`config.mk`:
```
export PLATFORM = sky130hd
export DESIGN_NAME = spi_fifo_status_irq
export DESIGN_NICKNAME = d
export VERILOG_FILES = /design/src/rtl/sfi_pkg.sv /design/src/rtl/sfi_fifo.sv /design/src/rtl/sfi_status.sv /design/src/rtl/sfi_regif.sv /design/src/rtl/spi_fifo_status_irq.sv
export SDC_FILE = /design/constraint.sdc
export NUM_CORES = 2
export LEC_CHECK = 0
export CORE_MARGIN = 2
export CORE_UTILIZATION = 53
export CTS_CLUSTER_SIZE = 14
export DETAILED_ROUTE_END_ITERATION = 8
export DONT_BUFFER_PORTS = 1
export HOLD_SLACK_MARGIN = 0.05
export PLACE_DENSITY = 0.68
export SYNTH_ARGS = -nofsm -noshare
export SYNTH_HDL_FRONTEND = slang
export SYNTH_SLANG_ARGS = --single-unit
```
`constraint.sdc`:
```
create_clock -name clk -period 6.62 [get_ports clk]
set_input_delay 1.324 -clock clk [delete_from_list [all_inputs] [get_ports clk]]
set_output_delay 1.324 -clock clk [all_outputs]
set_load 0.02 [all_outputs]
```
`src/rtl/sfi_pkg.sv`:
```
package sfi_pkg;
  typedef enum logic [2:0] {
    A_RXD  = 3'd0,
    A_TXD  = 3'd1,
    A_CTRL = 3'd2,
    A_IEN  = 3'd3,
    A_STAT = 3'd4
  } reg_addr_e;

  localparam int STAT_W = 8;
  localparam int B_TE   = 0;
  localparam int B_TDR  = 1;
  localparam int B_TF   = 2;
  localparam int B_RR   = 3;
  localparam int B_RDR  = 4;
  localparam int B_RF   = 5;
  localparam int B_OVF  = 6;
  localparam int B_TC   = 7;
  localparam int N_LIVE = 6;
  localparam int N_STICKY = 2;

  localparam logic [STAT_W-1:0] STAT_RST  = 8'h03;
  localparam logic [STAT_W-1:0] STAT_W1C  = 8'hC0;
  localparam logic [31:0]       RX_NODATA = 32'hDEAD_BEEF;
  localparam int CTRL_EN = 0;
endpackage

```
`src/rtl/sfi_fifo.sv`:
```
module sfi_fifo #(
  parameter int WIDTH = 32,
  parameter int DEPTH = 64,
  localparam int PW = $clog2(DEPTH),
  localparam int CW = $clog2(DEPTH + 1)
) (
  input  logic             clk,
  input  logic             clr,
  input  logic             push,
  input  logic [WIDTH-1:0] din,
  input  logic             pop,
  output logic [WIDTH-1:0] dout,
  output logic [CW-1:0]    count,
  output logic             empty,
  output logic             full
);
  logic [WIDTH-1:0] mem [DEPTH];
  logic [PW-1:0]    wp, rp;
  logic             do_push, do_pop;

  assign empty   = (count == '0);
  assign full    = (count == CW'(DEPTH));
  assign do_push = push & ~full;
  assign do_pop  = pop & ~empty;

  // storage without reset so it maps onto block RAM
  always_ff @(posedge clk) begin
    if (do_push) mem[wp] <= din;
  end

  always_ff @(posedge clk) begin
    if (do_pop) dout <= mem[rp];
  end

  always_ff @(posedge clk) begin
    if (clr) begin
      wp    <= '0;
      rp    <= '0;
      count <= '0;
    end else begin
      if (do_push) wp <= (wp == PW'(DEPTH - 1)) ? '0 : wp + 1'b1;
      if (do_pop)  rp <= (rp == PW'(DEPTH - 1)) ? '0 : rp + 1'b1;
      case ({do_push, do_pop})
        2'b10:   count <= count + 1'b1;
        2'b01:   count <= count - 1'b1;
        default: count <= count;
      endcase
    end
  end

  // a push into a full FIFO with no pop leaves the occupancy unchanged
  p_full_hold_r11: assert property (@(posedge clk) disable iff (clr)
    push && full && !pop |=> count == $past(count));

  // a pop from an empty FIFO with no push leaves the occupancy unchanged
  p_empty_hold_r10: assert property (@(posedge clk) disable iff (clr)
    pop && empty && !push |=> count == $past(count));
endmodule

```
`src/rtl/sfi_status.sv`:
```
module sfi_status
  import sfi_pkg::*;
#(
  parameter int DEPTH   = 64,
  parameter int TX_MARK = DEPTH / 2,
  parameter int RX_MARK = DEPTH / 2,
  localparam int CW = $clog2(DEPTH + 1)
) (
  input  logic              clk,
  input  logic              rst,
  input  logic              soft_rst,
  input  logic [CW-1:0]     tx_count,
  input  logic              tx_empty,
  input  logic              tx_full,
  input  logic [CW-1:0]     rx_count,
  input  logic              rx_empty,
  input  logic              rx_full,
  input  logic              rx_push,
  input  logic              xfer_done,
  input  logic [STAT_W-1:0] clr_mask,
  input  logic [STAT_W-1:0] ien,
  output logic [STAT_W-1:0] stat,
  output logic              irq
);
  logic [N_LIVE-1:0]   live_d, live_q;
  logic [N_STICKY-1:0] stk_set;
  logic                wipe;

  assign wipe = rst | soft_rst;

  always_comb begin
    live_d        = '0;
    live_d[B_TE]  = tx_empty;
    live_d[B_TDR] = (tx_count <= CW'(TX_MARK));
    live_d[B_TF]  = tx_full;
    live_d[B_RR]  = ~rx_empty;
    live_d[B_RDR] = (rx_count > CW'(RX_MARK));
    live_d[B_RF]  = rx_full;
  end

  always_ff @(posedge clk) begin
    if (wipe) live_q <= STAT_RST[N_LIVE-1:0];
    else      live_q <= live_d;
  end

  assign stat[N_LIVE-1:0] = live_q;

  // sticky set sources, indexed from B_OVF upward
  assign stk_set[0] = rx_push & rx_full;
  assign stk_set[1] = xfer_done;

  for (genvar g = 0; g < N_STICKY; g++) begin : g_stk
    logic q;
    always_ff @(posedge clk) begin
      if (wipe) q <= STAT_RST[B_OVF + g];
      else      q <= stk_set[g] | (q & ~clr_mask[B_OVF + g]);
    end
    assign stat[B_OVF + g] = q;
  end

  assign irq = |(stat & ien);

  // a push into a full RX FIFO raises the overflow flag
  p_ovf_set_r5: assert property (@(posedge clk) disable iff (rst)
    !soft_rst && rx_push && rx_full |=> stat[B_OVF]);

  // a done pulse raises the completion flag
  p_tc_set_r6: assert property (@(posedge clk) disable iff (rst)
    !soft_rst && xfer_done |=> stat[B_TC]);

  // without a clear, the sticky flags hold
  p_ovf_hold_r7: assert property (@(posedge clk) disable iff (rst)
    !soft_rst && stat[B_OVF] && !clr_mask[B_OVF] |=> stat[B_OVF]);
  p_tc_hold_r7: assert property (@(posedge clk) disable iff (rst)
    !soft_rst && stat[B_TC] && !clr_mask[B_TC] |=> stat[B_TC]);
endmodule

```
`src/rtl/sfi_regif.sv`:
```
module sfi_regif
  import sfi_pkg::*;
#(
  parameter int ADDR_W = 3,
  parameter int DATA_W = 32
) (
  input  logic              clk,
  input  logic              rst,
  input  logic              bus_sel,
  input  logic              bus_wr,
  input  logic [ADDR_W-1:0] bus_addr,
  input  logic [DATA_W-1:0] bus_wdata,
  output logic [DATA_W-1:0] bus_rdata,
  input  logic [STAT_W-1:0] stat,
  input  logic              tx_full,
  input  logic              rx_empty,
  input  logic [DATA_W-1:0] rx_dout,
  output logic              soft_rst,
  output logic              tx_push,
  output logic              rx_pop,
  output logic [STAT_W-1:0] clr_mask,
  output logic [DATA_W-1:0] ctrl,
  output logic [DATA_W-1:0] ien
);
  logic              wr_en, rd_en, enabled, from_fifo_q;
  logic              hit_rxd, hit_txd, hit_ctrl, hit_ien, hit_stat;
  logic [DATA_W-1:0] ctrl_q, ien_q, rdata_q, rd_val;

  assign wr_en    = bus_sel & bus_wr;
  assign rd_en    = bus_sel & ~bus_wr;
  assign enabled  = ctrl_q[CTRL_EN];
  assign hit_rxd  = (bus_addr == ADDR_W'(A_RXD));
  assign hit_txd  = (bus_addr == ADDR_W'(A_TXD));
  assign hit_ctrl = (bus_addr == ADDR_W'(A_CTRL));
  assign hit_ien  = (bus_addr == ADDR_W'(A_IEN));
  assign hit_stat = (bus_addr == ADDR_W'(A_STAT));

  assign soft_rst = wr_en & hit_ctrl & ~bus_wdata[CTRL_EN];
  assign tx_push  = wr_en & hit_txd & enabled & ~tx_full;
  assign rx_pop   = rd_en & hit_rxd & enabled & ~rx_empty;
  assign clr_mask = (wr_en & hit_stat) ? (bus_wdata[STAT_W-1:0] & STAT_W1C) : '0;

  always_comb begin
    rd_val = '0;
    if (hit_rxd && enabled && rx_empty) rd_val = DATA_W'(RX_NODATA);
    else if (hit_ctrl)                  rd_val = ctrl_q;
    else if (hit_ien)                   rd_val = ien_q;
    else if (hit_stat)                  rd_val = DATA_W'(stat);
  end

  always_ff @(posedge clk) begin
    if (rst || soft_rst) begin
      ctrl_q      <= '0;
      ien_q       <= '0;
      rdata_q     <= '0;
      from_fifo_q <= 1'b0;
    end else begin
      from_fifo_q <= rx_pop;
      if (rd_en)            rdata_q <= rd_val;
      if (wr_en && hit_ctrl) ctrl_q <= bus_wdata;
      if (wr_en && hit_ien)  ien_q  <= bus_wdata;
    end
  end

  assign bus_rdata = from_fifo_q ? rx_dout : rdata_q;
  assign ctrl      = ctrl_q;
  assign ien       = ien_q;

  // a receive-port read while disabled returns zero
  p_rx_disabled_r10: assert property (@(posedge clk) disable iff (rst)
    rd_en && hit_rxd && !enabled |=> bus_rdata == '0);

  // software reset leaves control and enable registers cleared
  p_soft_clear_r9: assert property (@(posedge clk) disable iff (rst)
    soft_rst |=> ctrl_q == '0 && ien_q == '0);
endmodule

```
`src/rtl/spi_fifo_status_irq.sv`:
```
module spi_fifo_status_irq
  import sfi_pkg::*;
#(
  parameter int ADDR_W  = 3,
  parameter int DATA_W  = 32,
  parameter int DEPTH   = 64,
  parameter int TX_MARK = DEPTH / 2,
  parameter int RX_MARK = DEPTH / 2
) (
  input  logic              clk,
  input  logic              rst,
  input  logic              bus_sel,
  input  logic              bus_wr,
  input  logic [ADDR_W-1:0] bus_addr,
  input  logic [DATA_W-1:0] bus_wdata,
  output logic [DATA_W-1:0] bus_rdata,
  input  logic              eng_tx_pop,
  output logic [DATA_W-1:0] eng_tx_data,
  output logic              eng_tx_empty,
  input  logic              eng_rx_push,
  input  logic [DATA_W-1:0] eng_rx_data,
  input  logic              eng_xfer_done,
  output logic [DATA_W-1:0] ctrl,
  output logic              irq
);
  localparam int CW = $clog2(DEPTH + 1);

  logic              soft_rst, fifo_clr, tx_push, rx_pop;
  logic [CW-1:0]     tx_count, rx_count;
  logic              tx_empty, tx_full, rx_empty, rx_full;
  logic [DATA_W-1:0] rx_dout, ien;
  logic [STAT_W-1:0] stat, clr_mask;

  assign fifo_clr     = rst | soft_rst;
  assign eng_tx_empty = tx_empty;

  sfi_regif #(.ADDR_W(ADDR_W), .DATA_W(DATA_W)) u_regif (
    .clk(clk), .rst(rst),
    .bus_sel(bus_sel), .bus_wr(bus_wr), .bus_addr(bus_addr),
    .bus_wdata(bus_wdata), .bus_rdata(bus_rdata),
    .stat(stat), .tx_full(tx_full), .rx_empty(rx_empty), .rx_dout(rx_dout),
    .soft_rst(soft_rst), .tx_push(tx_push), .rx_pop(rx_pop),
    .clr_mask(clr_mask), .ctrl(ctrl), .ien(ien)
  );

  sfi_fifo #(.WIDTH(DATA_W), .DEPTH(DEPTH)) u_txq (
    .clk(clk), .clr(fifo_clr),
    .push(tx_push), .din(bus_wdata),
    .pop(eng_tx_pop), .dout(eng_tx_data),
    .count(tx_count), .empty(tx_empty), .full(tx_full)
  );

  sfi_fifo #(.WIDTH(DATA_W), .DEPTH(DEPTH)) u_rxq (
    .clk(clk), .clr(fifo_clr),
    .push(eng_rx_push), .din(eng_rx_data),
    .pop(rx_pop), .dout(rx_dout),
    .count(rx_count), .empty(rx_empty), .full(rx_full)
  );

  sfi_status #(.DEPTH(DEPTH), .TX_MARK(TX_MARK), .RX_MARK(RX_MARK)) u_status (
    .clk(clk), .rst(rst), .soft_rst(soft_rst),
    .tx_count(tx_count), .tx_empty(tx_empty), .tx_full(tx_full),
    .rx_count(rx_count), .rx_empty(rx_empty), .rx_full(rx_full),
    .rx_push(eng_rx_push), .xfer_done(eng_xfer_done),
    .clr_mask(clr_mask), .ien(ien[STAT_W-1:0]),
    .stat(stat), .irq(irq)
  );

  // a transmit-port write while disabled leaves the TX FIFO untouched
  p_tx_disabled_r11: assert property (@(posedge clk) disable iff (rst)
    bus_sel && bus_wr && bus_addr == ADDR_W'(A_TXD) && !ctrl[CTRL_EN] && !eng_tx_pop
    |=> tx_count == $past(tx_count));
endmodule

```
==> impl_metrics.py <==
metrics = {
    "die": {
        "die_w_um": 561,
        "die_y_um": 561,
        "ios": 172,
        "start_util_pct": 53.2,
        "core-area_sq_mm": 0.309,
        "row_count": 204,
        "dieArea_sq_mm": 0.314,
    },
    "route": {
        "viasPerCell": 6.50,
        "ant_nets": 0,
        "first_iter_violations": 10900,
        "via_count": 77200,
        "post-route-drc-count": 1,
        "routed_wl_mm": 400,
        "firstDrtPassIters": 9,
        "wl_per_cell_um": 33.7,
    },
    "worst_setup_path": {
        "critPathArrivalTime_ps": 5000,
        "crit_path_start_kind": "input pin",
        "crit_type": "input pin to flip-flop",
        "reg2regPathDepth": 4,
        "crit_required_ps": 7110,
        "endpoint_kind": "flip-flop",
        "critPathLaunch": "bus_sel",
        "reg2reg_to": "u_txq.mem[47][17]",
        "regToRegSetupSlack_ps": 2130,
        "crit_path_max_fanout": 32,
        "crit_path_end": "u_txq.mem[47][17]",
        "r2r-start": "u_regif.ctrl[0]",
    },
    "timing": {
        "whs_ps": 458,
        "maxSlewViolCount": 0,
        "fin_setup_tns_ps": 0,
        "rsz0062_at_grt": "false",
        "fin_crit_sh_pct": 68.1,
        "period_needed_ps": 4510,
        "clock_skew_ps": 45.1,
        "fmax_ghz": 0.222,
        "worstMarginPinSlew_ps": 1330,
        "finalHoldViolCount": 0,
        "setup_viol": 0,
        "slew_headroom_pct": 10.9,
    },
    "logic_synthesis": {
        "synth_compound_area_share_pct": 1.74,
        "ys_types": 60,
        "ys_seq_area_share_pct": 77.8,
        "synth_area_leaders": "edfxtp_1 76%, mux4_2 16%, dfxtp_1 1.7%",
        "synth_simple_gate_area_share_pct": 1.63,
        "yosys-top-cells-count": "4160 x edfxtp_1, 1162 x mux4_2, 303 x nor2_1",
        "postSynthCellCount": 7183,
        "async_reset_ff_share_pct": 0,
        "muxShareOfSynthArea_pct": 17.4,
        "yosys.area.top_type": "edfxtp_1",
        "synth_area_sq_mm": 0.164,
        "syn_avg_cell_area_sq_um": 22.9,
        "yosys_warnings": 0,
        "synthAdderAreaFrac_pct": 0.146,
        "synthFlopType": "edfxtp_1",
        "synth-edff-count": 4160,
        "synth_top_family_by_area": "multiplexers",
        "yosysMostFrequentCell": "edfxtp_1",
        "ys_ff_latch": 4303,
        "netlist.area_leader.share_pct": 76.1,
        "synth_nets": 7275,
        "synth_xor_area_share_pct": 0.112,
    },
    "flow_run": {
        "maxCapViolCount": 0,
    },
    "clock_network": {
        "cts_num_sinks": 4303,
        "cts_tree": "built",
        "clk_latency_ps": 910,
        "cts_max_level": 5,
        "cts_setup_buffers": 0,
        "clk_path_buf_depth": 4,
        "cts_root_buf": "clkbuf_16",
        "cts.reportedPaths.clkPinSlew_ps": 60,
        "cts_made_buffers": 415,
        "cts-resized-gates": 0,
        "postCtsHoldBufs": 0,
    },
    "placed_design": {
        "routabilityCongestion": 0.853,
        "place_hpwl_mm": 228,
        "portBuffers": 0,
    },
    "grt": {
        "grt_max_degree": 107,
        "grt_pass1_vias": 76000,
        "track_usage_pct": 25.3,
        "grt_pass1_wl_mm": 570,
        "antenna_found_initial": 12,
        "gr-total-overflow": 0,
    },
    "power": {
        "power_leakage_nw": 54.5,
        "powerDensity_mw_per_mm2": 292,
        "ir_drop_v": 0.000259,
    },
    "layout": {
        "area_growth_pct": 12.1,
        "fin_nets": 7507,
        "drive_above_1_share_pct": 28.5,
        "num-fill-cells": 21100,
    },
    "outcome": {
        "status": "complete, but fails checks",
        "failed_checks": "design-rule violations",
    },
    "hold_path": {
        "hold_path.class": "flip-flop to flip-flop",
    },
}
-- worst max-delay path, stage by stage --
cell	delay, ps
nand3_1	100
or4b_2	820
nor3_2	390
nand3_1	1000
nor2_4	1290
-- layout by cell type (no fill, tap or decap), drive strengths merged, types with 28 or more instances in the layout --
cell    instances
clkbuf        513
mux2           77
a211oi         36
o22ai          85
nor2          303
dfxtp         143
a21oi         115
nor3           35
mux4         1162
nor2b          28
nand2         169
mux2i         159
buf           215
edfxtp       4160
bufinv         48
clkinv        169
a221o          30
-- cell type report --
cell class / count / area [sq um] / share of cell area (%)
Antenna cell: 8 / 20.0 / 0.0109
Timing Repair Buffer: 215 / 1940 / 1.05
Inverter: 15 / 56.3 / 0.0306
Multi-Input combinational cell: 2465 / 35600 / 19.3
Clock inverter: 242 / 2480 / 1.35
Clock buffer: 513 / 11000 / 5.96
Sequential cell: 4303 / 128000 / 69.5
Tap cell: 4120 / 5150 / 2.80
-- worst min path at each step --
stage / to / cells past startpoint / start
final: u_regif.ien[13] / 2 / u_regif.ien[13]
after global routing: u_rxq.mem[3][6] / 0 / eng_rx_data[6]
after detailed placement: u_regif.ien[13] / 2 / u_regif.ien[13]
after CTS: u_rxq.mem[3][6] / 0 / eng_rx_data[6]
after global placement: u_regif.ien[21] / 2 / u_regif.ien[21]
after floorplan: u_regif.ien[14] / 2 / u_regif.ien[14]
-- registers in the layout (all words and copies together), names as in the netlist, 7 cells and up --
| name | cells |
|---|---|
| u_regif.ctrl | 32 |
| u_regif.ien | 32 |
| u_regif.rdata_q | 32 |
| u_rxq.count | 7 |
| u_rxq.dout | 32 |
| u_rxq.mem | 2048 |
| u_txq.count | 7 |
| u_txq.dout | 32 |
| u_txq.mem | 2048 |
-- cell families after synthesis --
family                   Yosys count
adder cells (fa/ha/maj)           18
AO/OA/AOI/OAI                    410
XOR/XNOR                          21
multiplexers                    1398
flip-flops                      4303
AND/OR/NAND/NOR                  618
buffers and inverters            415
-- layer usage --
metal	part of all wire, %	vias up	GRT usage [%]
met5	0.010	-	0
met3	8.6	599	4.22
met4	3.7	6	8.19
li1	-	31000	-
met1	39	41600	36.5
met2	49	4053	40.0
-- report_power, final --
group | switching (W) | internal [W]
registers | 0.0000251 | 0.0299
logic | 0.000193 | 0.0000928
clock network | 0.00995 | 0.0136
total | 0.0102 | 0.0436
-- stage by stage --
step | instance area [sq um] | std cells | total power, W | util [%] | worst slack (ps)
2_1_floorplan | 164000 | 7183 | 0.0306 | - | 1030
6_report | 184000 | 11900 | 0.0537 | 59.6 | 2110
4_1_cts | 184000 | 11900 | 0.0540 | 59.6 | 2110
3_3_place_gp | 171000 | 11100 | 0.0307 | 55.3 | 1350
5_1_grt | 184000 | 11900 | 0.0550 | 59.6 | 1920
3_5_place_dp | 171000 | 11100 | 0.0308 | 55.3 | 1230
No activity file was read; power rests on OpenSTA's default activity.
